--- src/rtl/uart_irq_pkg.sv ---
package uart_irq_pkg;
  localparam int unsigned STAT_W = 7;
  localparam int unsigned CTRL_W = 22;

  localparam int unsigned ST_TX_REQ  = 0;
  localparam int unsigned ST_RX_TRIG = 1;
  localparam int unsigned ST_RX_TMO  = 2;
  localparam int unsigned ST_FRAME   = 3;
  localparam int unsigned ST_BREAK   = 4;
  localparam int unsigned ST_OVERRUN = 5;
  localparam int unsigned ST_TX_SET  = 6;

  // layout is fixed: consumers decode by bit position
  typedef struct packed {
    logic       rts_inv;   // 21
    logic [1:0] rts_lvl;   // 20:19
    logic       rts_en;    // 18
    logic [1:0] tmo;       // 17:16
    logic       cts_inv;   // 15
    logic       cts_en;    // 14
    logic [4:0] ofs;       // 13:9
    logic       brk;       // 8
    logic       err_ie;    // 7
    logic       rx_ie;     // 6
    logic       tx_ie;     // 5
    logic [2:0] rx_thr;    // 4:2
    logic [1:0] tx_thr;    // 1:0
  } ctrl_t;
endpackage

--- src/rtl/uart_irq_status.sv ---
module uart_irq_status
  import uart_irq_pkg::*;
(
  input  logic              clk_i,
  input  logic              rst_ni,
  input  logic              we_i,
  input  logic [STAT_W-1:0] wdata_i,
  input  logic [STAT_W-1:0] evt_i,
  output logic [STAT_W-1:0] status_o
);
  logic [STAT_W-1:0] clr;
  logic [STAT_W-1:0] status_q;

  assign clr = we_i ? wdata_i : '0;

  for (genvar i = 0; i < STAT_W; i++) begin : g_bit
    // set has priority over clear
    always_ff @(posedge clk_i or negedge rst_ni) begin
      if (!rst_ni)        status_q[i] <= 1'b0;
      else if (evt_i[i])  status_q[i] <= 1'b1;
      else if (clr[i])    status_q[i] <= 1'b0;
    end

    assert_set_R2: assert property (@(posedge clk_i) disable iff (!rst_ni)
      evt_i[i] |=> status_q[i]);
    assert_hold_R2: assert property (@(posedge clk_i) disable iff (!rst_ni)
      (status_q[i] && !clr[i]) |=> status_q[i]);
    assert_clear_R3: assert property (@(posedge clk_i) disable iff (!rst_ni)
      (clr[i] && !evt_i[i]) |=> !status_q[i]);
    assert_keep_R3: assert property (@(posedge clk_i) disable iff (!rst_ni)
      (!clr[i] && !evt_i[i]) |=> $stable(status_q[i]));
    assert_setwins_R4: assert property (@(posedge clk_i) disable iff (!rst_ni)
      (clr[i] && evt_i[i]) |=> status_q[i]);
  end

  assign status_o = status_q;
endmodule

--- src/rtl/uart_irq_ctrl.sv ---
module uart_irq_ctrl
  import uart_irq_pkg::*;
#(
  parameter int unsigned OFS_RESET = 20
) (
  input  logic              clk_i,
  input  logic              rst_ni,
  input  logic              we_i,
  input  logic [CTRL_W-1:0] wdata_i,
  output ctrl_t             ctrl_o
);
  localparam ctrl_t CTRL_RST = '{ofs: 5'(OFS_RESET), default: '0};

  ctrl_t ctrl_q;

  always_ff @(posedge clk_i or negedge rst_ni) begin
    if (!rst_ni)   ctrl_q <= CTRL_RST;
    else if (we_i) ctrl_q <= ctrl_t'(wdata_i);
  end

  assert_load_R5: assert property (@(posedge clk_i) disable iff (!rst_ni)
    we_i |=> (ctrl_q == $past(wdata_i)));
  assert_keep_R8: assert property (@(posedge clk_i) disable iff (!rst_ni)
    !we_i |=> $stable(ctrl_q));

  assign ctrl_o = ctrl_q;
endmodule

--- src/rtl/uart_irq_combine.sv ---
module uart_irq_combine
  import uart_irq_pkg::*;
(
  input  logic              clk_i,
  input  logic              rst_ni,
  input  logic [STAT_W-1:0] status_i,
  input  logic              tx_ie_i,
  input  logic              rx_ie_i,
  input  logic              err_ie_i,
  output logic              irq_o
);
  logic [STAT_W-1:0] mask;

  always_comb begin
    mask             = '0;
    mask[ST_TX_REQ]  = tx_ie_i;
    mask[ST_RX_TRIG] = rx_ie_i;
    mask[ST_RX_TMO]  = rx_ie_i;
    mask[ST_FRAME]   = err_ie_i;
    mask[ST_BREAK]   = err_ie_i;
    mask[ST_OVERRUN] = err_ie_i;
  end

  assign irq_o = |(status_i & mask);

  assert_src_R7: assert property (@(posedge clk_i) disable iff (!rst_ni)
    irq_o |-> (status_i[ST_OVERRUN:ST_TX_REQ] != '0));
  assert_noen_R7: assert property (@(posedge clk_i) disable iff (!rst_ni)
    (!tx_ie_i && !rx_ie_i && !err_ie_i) |-> !irq_o);
  assert_txset_R7: assert property (@(posedge clk_i) disable iff (!rst_ni)
    ($onehot0(status_i) && status_i[ST_TX_SET]) |-> !irq_o);
endmodule

--- src/rtl/uart_irq_regs.sv ---
module uart_irq_regs
  import uart_irq_pkg::*;
#(
  parameter int unsigned ADDR_W    = 8,
  parameter int unsigned DATA_W    = 32,
  parameter int unsigned STAT_OFS  = 8'h08,
  parameter int unsigned CTRL_OFS  = 8'h0C,
  parameter int unsigned OFS_RESET = 20
) (
  input  logic              clk_i,
  input  logic              rst_ni,
  input  logic [ADDR_W-1:0] bus_addr_i,
  input  logic              bus_wr_i,
  input  logic [DATA_W-1:0] bus_wdata_i,
  output logic [DATA_W-1:0] bus_rdata_o,
  input  logic [STAT_W-1:0] evt_i,
  output logic [1:0]        tx_level_o,
  output logic [2:0]        rx_level_o,
  output logic              break_o,
  output logic [4:0]        sample_ofs_o,
  output logic              cts_en_o,
  output logic              cts_inv_o,
  output logic [1:0]        rx_tmo_o,
  output logic              rts_en_o,
  output logic [1:0]        rts_level_o,
  output logic              rts_inv_o,
  output logic              irq_o
);
  localparam logic [ADDR_W-1:0] A_STAT = ADDR_W'(STAT_OFS);
  localparam logic [ADDR_W-1:0] A_CTRL = ADDR_W'(CTRL_OFS);

  logic              sel_stat, sel_ctrl;
  logic [STAT_W-1:0] status;
  ctrl_t             ctrl;
  logic              unused_wdata;

  assign sel_stat     = (bus_addr_i == A_STAT);
  assign sel_ctrl     = (bus_addr_i == A_CTRL);
  assign unused_wdata = ^bus_wdata_i[DATA_W-1:CTRL_W];

  uart_irq_status u_status (
    .clk_i    (clk_i),
    .rst_ni   (rst_ni),
    .we_i     (bus_wr_i && sel_stat),
    .wdata_i  (bus_wdata_i[STAT_W-1:0]),
    .evt_i    (evt_i),
    .status_o (status)
  );

  uart_irq_ctrl #(.OFS_RESET(OFS_RESET)) u_ctrl (
    .clk_i   (clk_i),
    .rst_ni  (rst_ni),
    .we_i    (bus_wr_i && sel_ctrl),
    .wdata_i (bus_wdata_i[CTRL_W-1:0]),
    .ctrl_o  (ctrl)
  );

  uart_irq_combine u_combine (
    .clk_i    (clk_i),
    .rst_ni   (rst_ni),
    .status_i (status),
    .tx_ie_i  (ctrl.tx_ie),
    .rx_ie_i  (ctrl.rx_ie),
    .err_ie_i (ctrl.err_ie),
    .irq_o    (irq_o)
  );

  always_comb begin
    bus_rdata_o = '0;
    if (sel_stat)      bus_rdata_o[STAT_W-1:0] = status;
    else if (sel_ctrl) bus_rdata_o[CTRL_W-1:0] = ctrl;
  end

  assign tx_level_o   = ctrl.tx_thr;
  assign rx_level_o   = ctrl.rx_thr;
  assign break_o      = ctrl.brk;
  assign sample_ofs_o = ctrl.ofs;
  assign cts_en_o     = ctrl.cts_en;
  assign cts_inv_o    = ctrl.cts_inv;
  assign rx_tmo_o     = ctrl.tmo;
  assign rts_en_o     = ctrl.rts_en;
  assign rts_level_o  = ctrl.rts_lvl;
  assign rts_inv_o    = ctrl.rts_inv;

  assert_stat_iso_R8: assert property (@(posedge clk_i) disable iff (!rst_ni)
    (!(bus_wr_i && sel_stat) && evt_i == '0) |=> $stable(status));
  assert_rd_hi_R9: assert property (@(posedge clk_i) disable iff (!rst_ni)
    sel_stat |-> (bus_rdata_o[DATA_W-1:STAT_W] == '0));
endmodule

--- config.mk ---
export PLATFORM = sky130hd
export DESIGN_NAME = uart_irq_regs
export DESIGN_NICKNAME = d
export VERILOG_FILES = /design/src/rtl/uart_irq_pkg.sv /design/src/rtl/uart_irq_status.sv /design/src/rtl/uart_irq_ctrl.sv /design/src/rtl/uart_irq_combine.sv /design/src/rtl/uart_irq_regs.sv
export SDC_FILE = /design/constraint.sdc
export NUM_CORES = 1
export LEC_CHECK = 0
export BUFFER_PORTS_ARGS = -buffer_cell sky130_fd_sc_hd__buf_4
export CELL_PAD_IN_SITES_DETAIL_PLACEMENT = 1
export CELL_PAD_IN_SITES_GLOBAL_PLACEMENT = 1
export CORE_ASPECT_RATIO = 1.4
export CORE_MARGIN = 3
export CORE_UTILIZATION = 31
export DETAILED_ROUTE_END_ITERATION = 8
export GPL_ROUTABILITY_DRIVEN = 0
export HOLD_SLACK_MARGIN = 0.03
export MAX_ROUTING_LAYER = met4
export PLACE_DENSITY_LB_ADDON = 0.15
export RECOVER_POWER = 100
export REMOVE_ABC_BUFFERS = 1
export SLEW_MARGIN = 20
export SYNTH_ARGS = -nofsm -noshare
export SYNTH_HDL_FRONTEND = slang
export SYNTH_HIERARCHICAL = 1
export SYNTH_SLANG_ARGS = --single-unit
--- constraint.sdc ---
create_clock -name clk_i -period 1.9 [get_ports clk_i]
set_input_delay 0.38 -clock clk_i [delete_from_list [all_inputs] [get_ports clk_i]]
set_output_delay 0.38 -clock clk_i [all_outputs]
set_load 0.02 [all_outputs]
# [After elaboration in Yosys (flattened, before gate mapping)]
# Cells that the tools add are included.
# W data, S select, Z words.
[totals] regBits=29 output_inout_bits=52
[classes] eq_ne=2 mux=18 n_bitwise=1 n_reduce_logical=10
[ops] operator="$mux W22" count=1
[ops] operator="$eq A8 B4 Y1 const B" count=2
[ops] operator="$mux W15" count=1
[ops] operator="$mux W1" count=14
[ops] operator="$mux W7" count=2
[ops] operator="$reduce_bool A2 Y1" count=7
[ops] operator="$and A7 B6 Y7" count=1
[ops] operator="$reduce_or A7 Y1" count=1
[ops] operator="$logic_and A1 B1 Y1" count=2

# [Logic depth before layout (Yosys ltp)]
[logic_depth] ltp_word=5 ltp_mapped=6

# [Hierarchy]
# The synthesis kept the hierarchy.
[by_module_without_submodules] mod="uart_irq_ctrl" instances=1 cells_per_inst=46 area_per_inst_um2=823.3 seq_area_each_um2=553.0
[by_module_without_submodules] mod="uart_irq_regs" instances=1 cells_per_inst=68 area_per_inst_um2=529.3 seq_area_each_um2=0.0
[by_module_without_submodules] mod="uart_irq_status" instances=1 cells_per_inst=21 area_per_inst_um2=254.0 seq_area_each_um2=175.2
[by_module_without_submodules] mod="uart_irq_combine" instances=1 cells_per_inst=4 area_per_inst_um2=21.3 seq_area_each_um2=0.0

# [Least setup slack after synthesis]
# Ideal clock, no wire load.
[synth_path] path_type="in2reg" start="input port bus_addr_i[5]" end="register u_ctrl.ctrl_q, in the netlist u_ctrl/ctrl_o[0]" arrival_ns=1.975 required_time_ns=1.775 path_slack_ns=-0.200 stages=6 n_path_buf=3 cell_sequence="or4_4 buf_6 buf_12 nor3_2 buf_6 mux2_2"
[synth_between] elab_chain_len=2
[synth_lines] element="start: declaration" line_no="uart_irq_regs.sv:12" source="input logic [ADDR_W-1:0] bus_addr_i,"
[synth_lines] element="$eq A8 B4 Y1" line_no="uart_irq_regs.sv:38" source="assign sel_ctrl = (bus_addr_i == A_CTRL);"
[synth_lines] element="$logic_and A1 B1 Y1" line_no="uart_irq_regs.sv:53" source=".we_i (bus_wr_i && sel_ctrl),"
[synth_lines] element="end signal: assignment" line_no="uart_irq_ctrl.sv:18" source="else if (we_i) ctrl_q <= ctrl_t'(wdata_i);"
[synth_lines] element="end: declaration" line_no="uart_irq_ctrl.sv:14" source="ctrl_t ctrl_q;"
# Every way passes these cells.
# A chain may end at the register's enable or synchronous reset.

# [Worst setup path after layout]
[layout_path] start="input port bus_addr_i[6]" end="output port bus_rdata_o[3]"
[layout_between] elab_chain_len=3
[layout_lines] element="$eq A8 B4 Y1" line_no="uart_irq_regs.sv:38"
[layout_lines] element="$mux W22" line_no="uart_irq_regs.sv:71" source="else if (sel_ctrl) bus_rdata_o[CTRL_W-1:0] = ctrl;"
[layout_lines] element="$mux W7 *" line_no="uart_irq_regs.sv:70" source="if (sel_stat) bus_rdata_o[STAT_W-1:0] = status;"
[layout_lines] element="end: declaration" line_no="uart_irq_regs.sv:15" source="output logic [DATA_W-1:0] bus_rdata_o,"
# Every way passes the cells marked *; elsewhere a longest branch is shown, timed or not.

==> flow_summary.json <==
{
  "synthDominantCellAreaShare_pct": 41.5,
  "diodes": 0,
  "final-setup-viol-count": 20,
  "hp-class": "in -> reg",
  "first_pass_iters": 4,
  "antenna_found_initial": 0,
  "synth_top_area_cell": "dfrtp_1",
  "final_util_pct": 46.8,
  "grt_pass1_vias": 1401,
  "crit_arrival_ns": 1.60,
  "fin_worst_skew_ns": 0,
  "yosysMostFrequentCell": "dfrtp_1",
  "async_reset_ff_share_pct": 100,
  "sw_frac_of_total_pct": 25.9,
  "synth_seq_cells": 29,
  "worstMarginPinSlew_ns": 0.723,
  "fin_nets": 277,
  "die_area_mm2": 0.00617,
  "yosysSeqAreaShare_pct": 44.7,
  "crit_fanout": 17,
  "min_period_ns": 1.98,
  "cts_sinks": 29,
  "dp_cells": 282,
  "seqPwrFrac_pct": 47.0,
  "crit_required_ns": 1.52,
  "hpwl_um": 3430,
  "avgRoutedWirePerCell_um": 14.9,
  "met1_usage_pct": 17.5,
  "met3_usage_pct": 3.31,
  "cap_violations": 0,
  "max_slew_margin_pct": 51.8,
  "synth_common_cells": "dfrtp_1, mux2_2, nor3_2",
  "met2_usage_pct": 26.1,
  "rsz0062_at_grt": "true",
  "avgViaCountPerCell": 4.53,
  "syn_area_per_cell_um2": 11.7,
  "power_density_mw_per_mm2": 604,
  "rows": 30,
  "synth_cell_types": 24,
  "final-max-slew-violation-count": 0,
  "setup_tns_ns": -0.901,
  "r2r-end": "u_ctrl/ctrl_o[21]",
  "area_growth_pct": 42.4,
  "power_frac_clock_pct": 37.2,
  "clock.fmax_mhz": 505,
  "busiest_layer": "met2",
  "synth_ff_type": "dfrtp_1",
  "core_area_mm2": 0.00495,
  "r2r_start": "u_ctrl/ctrl_o[21]",
  "synth_area_leaders": "dfrtp_1, mux2_2, nor3_2",
  "grt_pass1_wl_um": 7040,
  "fin_crit_sh_pct": 104,
  "dr.first_iter.drc_count": 25,
  "fin_cells": 292,
  "ctsRootBufferMaster": "clkbuf_8",
  "num-fill-cells": 587,
  "synth.yosys.warnings": 6,
  "critPathKind": "in -> out",
  "ios": 102,
  "whs_endpoint": "u_status/status_o[5]",
  "fin_ws_ns": -0.0820,
  "stdcell_area_mm2": 0.00232,
  "end_kind": "output port",
  "p_leak_uw": 0.00105,
  "worstHoldStart": "evt_i[5]",
  "regToRegSetupSlack_ns": 1.11,
  "p_sw_uw": 362,
  "place_area_mm2": 0.00227,
  "insertion_delay_ns": 0.27,
  "p_comb_share_pct": 15.8,
  "grt_overflow": 0,
  "h-tree-depth": 2,
  "r2r_cells": 1,
  "netlist_instances": 139,
  "clk_pin_slew_ns": 0.07,
  "crit_path_start_kind": "input pin",
  "start_util_pct": 32.9,
  "routed_wl_um": 4340,
  "io_buffers": 81,
  "grt_max_degree": 30,
  "ant_nets": 0,
  "violations": "negative setup slack",
  "drive_gt1_share_pct": 53.9,
  "hold_viol_final": 0,
  "cts_inserted_buffers": 5,
  "vdd_ir_drop_max_mv": 0.403,
  "internal_power_uw": 1040,
  "holdPathStages": 2,
  "clock_path_buffers": 2,
  "drc_errors": 0,
  "syn_area_mm2": 0.00163,
  "status": "finished, violations left",
  "die_w_um": 67.2,
  "grt_use_total_pct": 15.4,
  "synth-edff-count": 0,
  "vias": 1324,
  "die_h_um": 91.7,
  "cts_tree": "built"
}
-- worst max-delay path: stages --
cell    delay [ns]
buf_6         0.09
or4_4         0.58
buf_12        0.19
nor3_2        0.18
buf_4         0.16
-- power groups by stage --
| stage | Combinational, uW | Clock (uW) | Sequential (uW) |
|---|---|---|---|
| floorplan | 77.5 | 0 | 692 |
| global placement | 233 | 0 | 668 |
| detailed placement | 238 | 0 | 671 |
| CTS | 243 | 547 | 659 |
| global route | 242 | 583 | 661 |
| finish | 221 | 520 | 658 |
-- area by class of cell --
class                   instances  area [um2]  area share (%)
well taps                      64        80.1            3.46
repair buffers                 91         637            27.5
inverters                      16        60.1            2.59
clock buffers                   8        90.1            3.89
multi-input cells              84         722            31.2
flip-flops and latches         29         728            31.4
-- state kept, by name, summed over array words and instances, names as in the netlist --
signal	count
u_status/status_o	7
u_ctrl/ctrl_o	22
-- stage by stage --
stage	hold slack (ns)	total power [uW]	worst slack, ns
after detailed placement	0.330	909	-0.141
after floorplan	0.0844	769	-0.856
final	0.275	1400	-0.0820
after global routing	0.267	1490	-0.150
after CTS	0.266	1450	-0.0903
after global placement	0.323	901	-0.130
-- how the worst max path moves through the flow --
stage                       start               end  slack, ns  cells past startpoint
finish              bus_addr_i[6]    bus_rdata_o[3]      -0.08                      5
global route        bus_addr_i[6]    bus_rdata_o[3]      -0.15                      5
CTS                 bus_addr_i[6]    bus_rdata_o[3]      -0.09                      5
detailed placement  bus_addr_i[5]    bus_rdata_o[3]      -0.14                      5
global placement    bus_addr_i[5]    bus_rdata_o[0]      -0.13                      5
floorplan           bus_addr_i[0]  u_ctrl/ctrl_o[0]      -0.86                      3
-- cell families after synthesis --
| logic type | Yosys count | synth area share [%] |
|---|---|---|
| simple gates | 36 | 18.1 |
| buf+inv | 35 | 13.5 |
| mux | 29 | 19.5 |
| flops | 29 | 44.7 |
| compound gates | 9 | 4.00 |
| other cells | 1 | 0.230 |
-- metal layers --
metal	routed length (um)	vias up
li1	-	620
met1	1600	641
met2	2380	58
met3	299	5
met4	62	0
met5	0	-
-- what timing repair did --
action	4_1_cts	5_1_grt
endpoints found under the hold margin	8	0
hold buffers	1	0
endpoints found under the setup margin	22	22
buffers inserted	1	0
pin swaps	2	0
gates resized for setup	4	1
-- layout by cell type, fill, tap and decap left out, types with 2 or more instances in the layout --
| master | Yosys | final |
|---|---|---|
| nor3_2 | 19 | 20 |
| mux2i_1 | 7 | 7 |
| buf_4 | 10 | 65 |
| mux2_2 | 22 | 22 |
| inv_1 | 16 | 16 |
| clkbuf_8 | 0 | 6 |
| dfstp_1 | 0 | 2 |
| a21o_1 | 7 | 7 |
| clkbuf_1 | 1 | 20 |
| dfrtp_1 | 27 | 27 |
| nand2_1 | 8 | 8 |
| nor3_1 | 3 | 2 |
| buf_6 | 4 | 3 |
| conb_1 | 1 | 10 |
(Power assumes the default switching activity.)
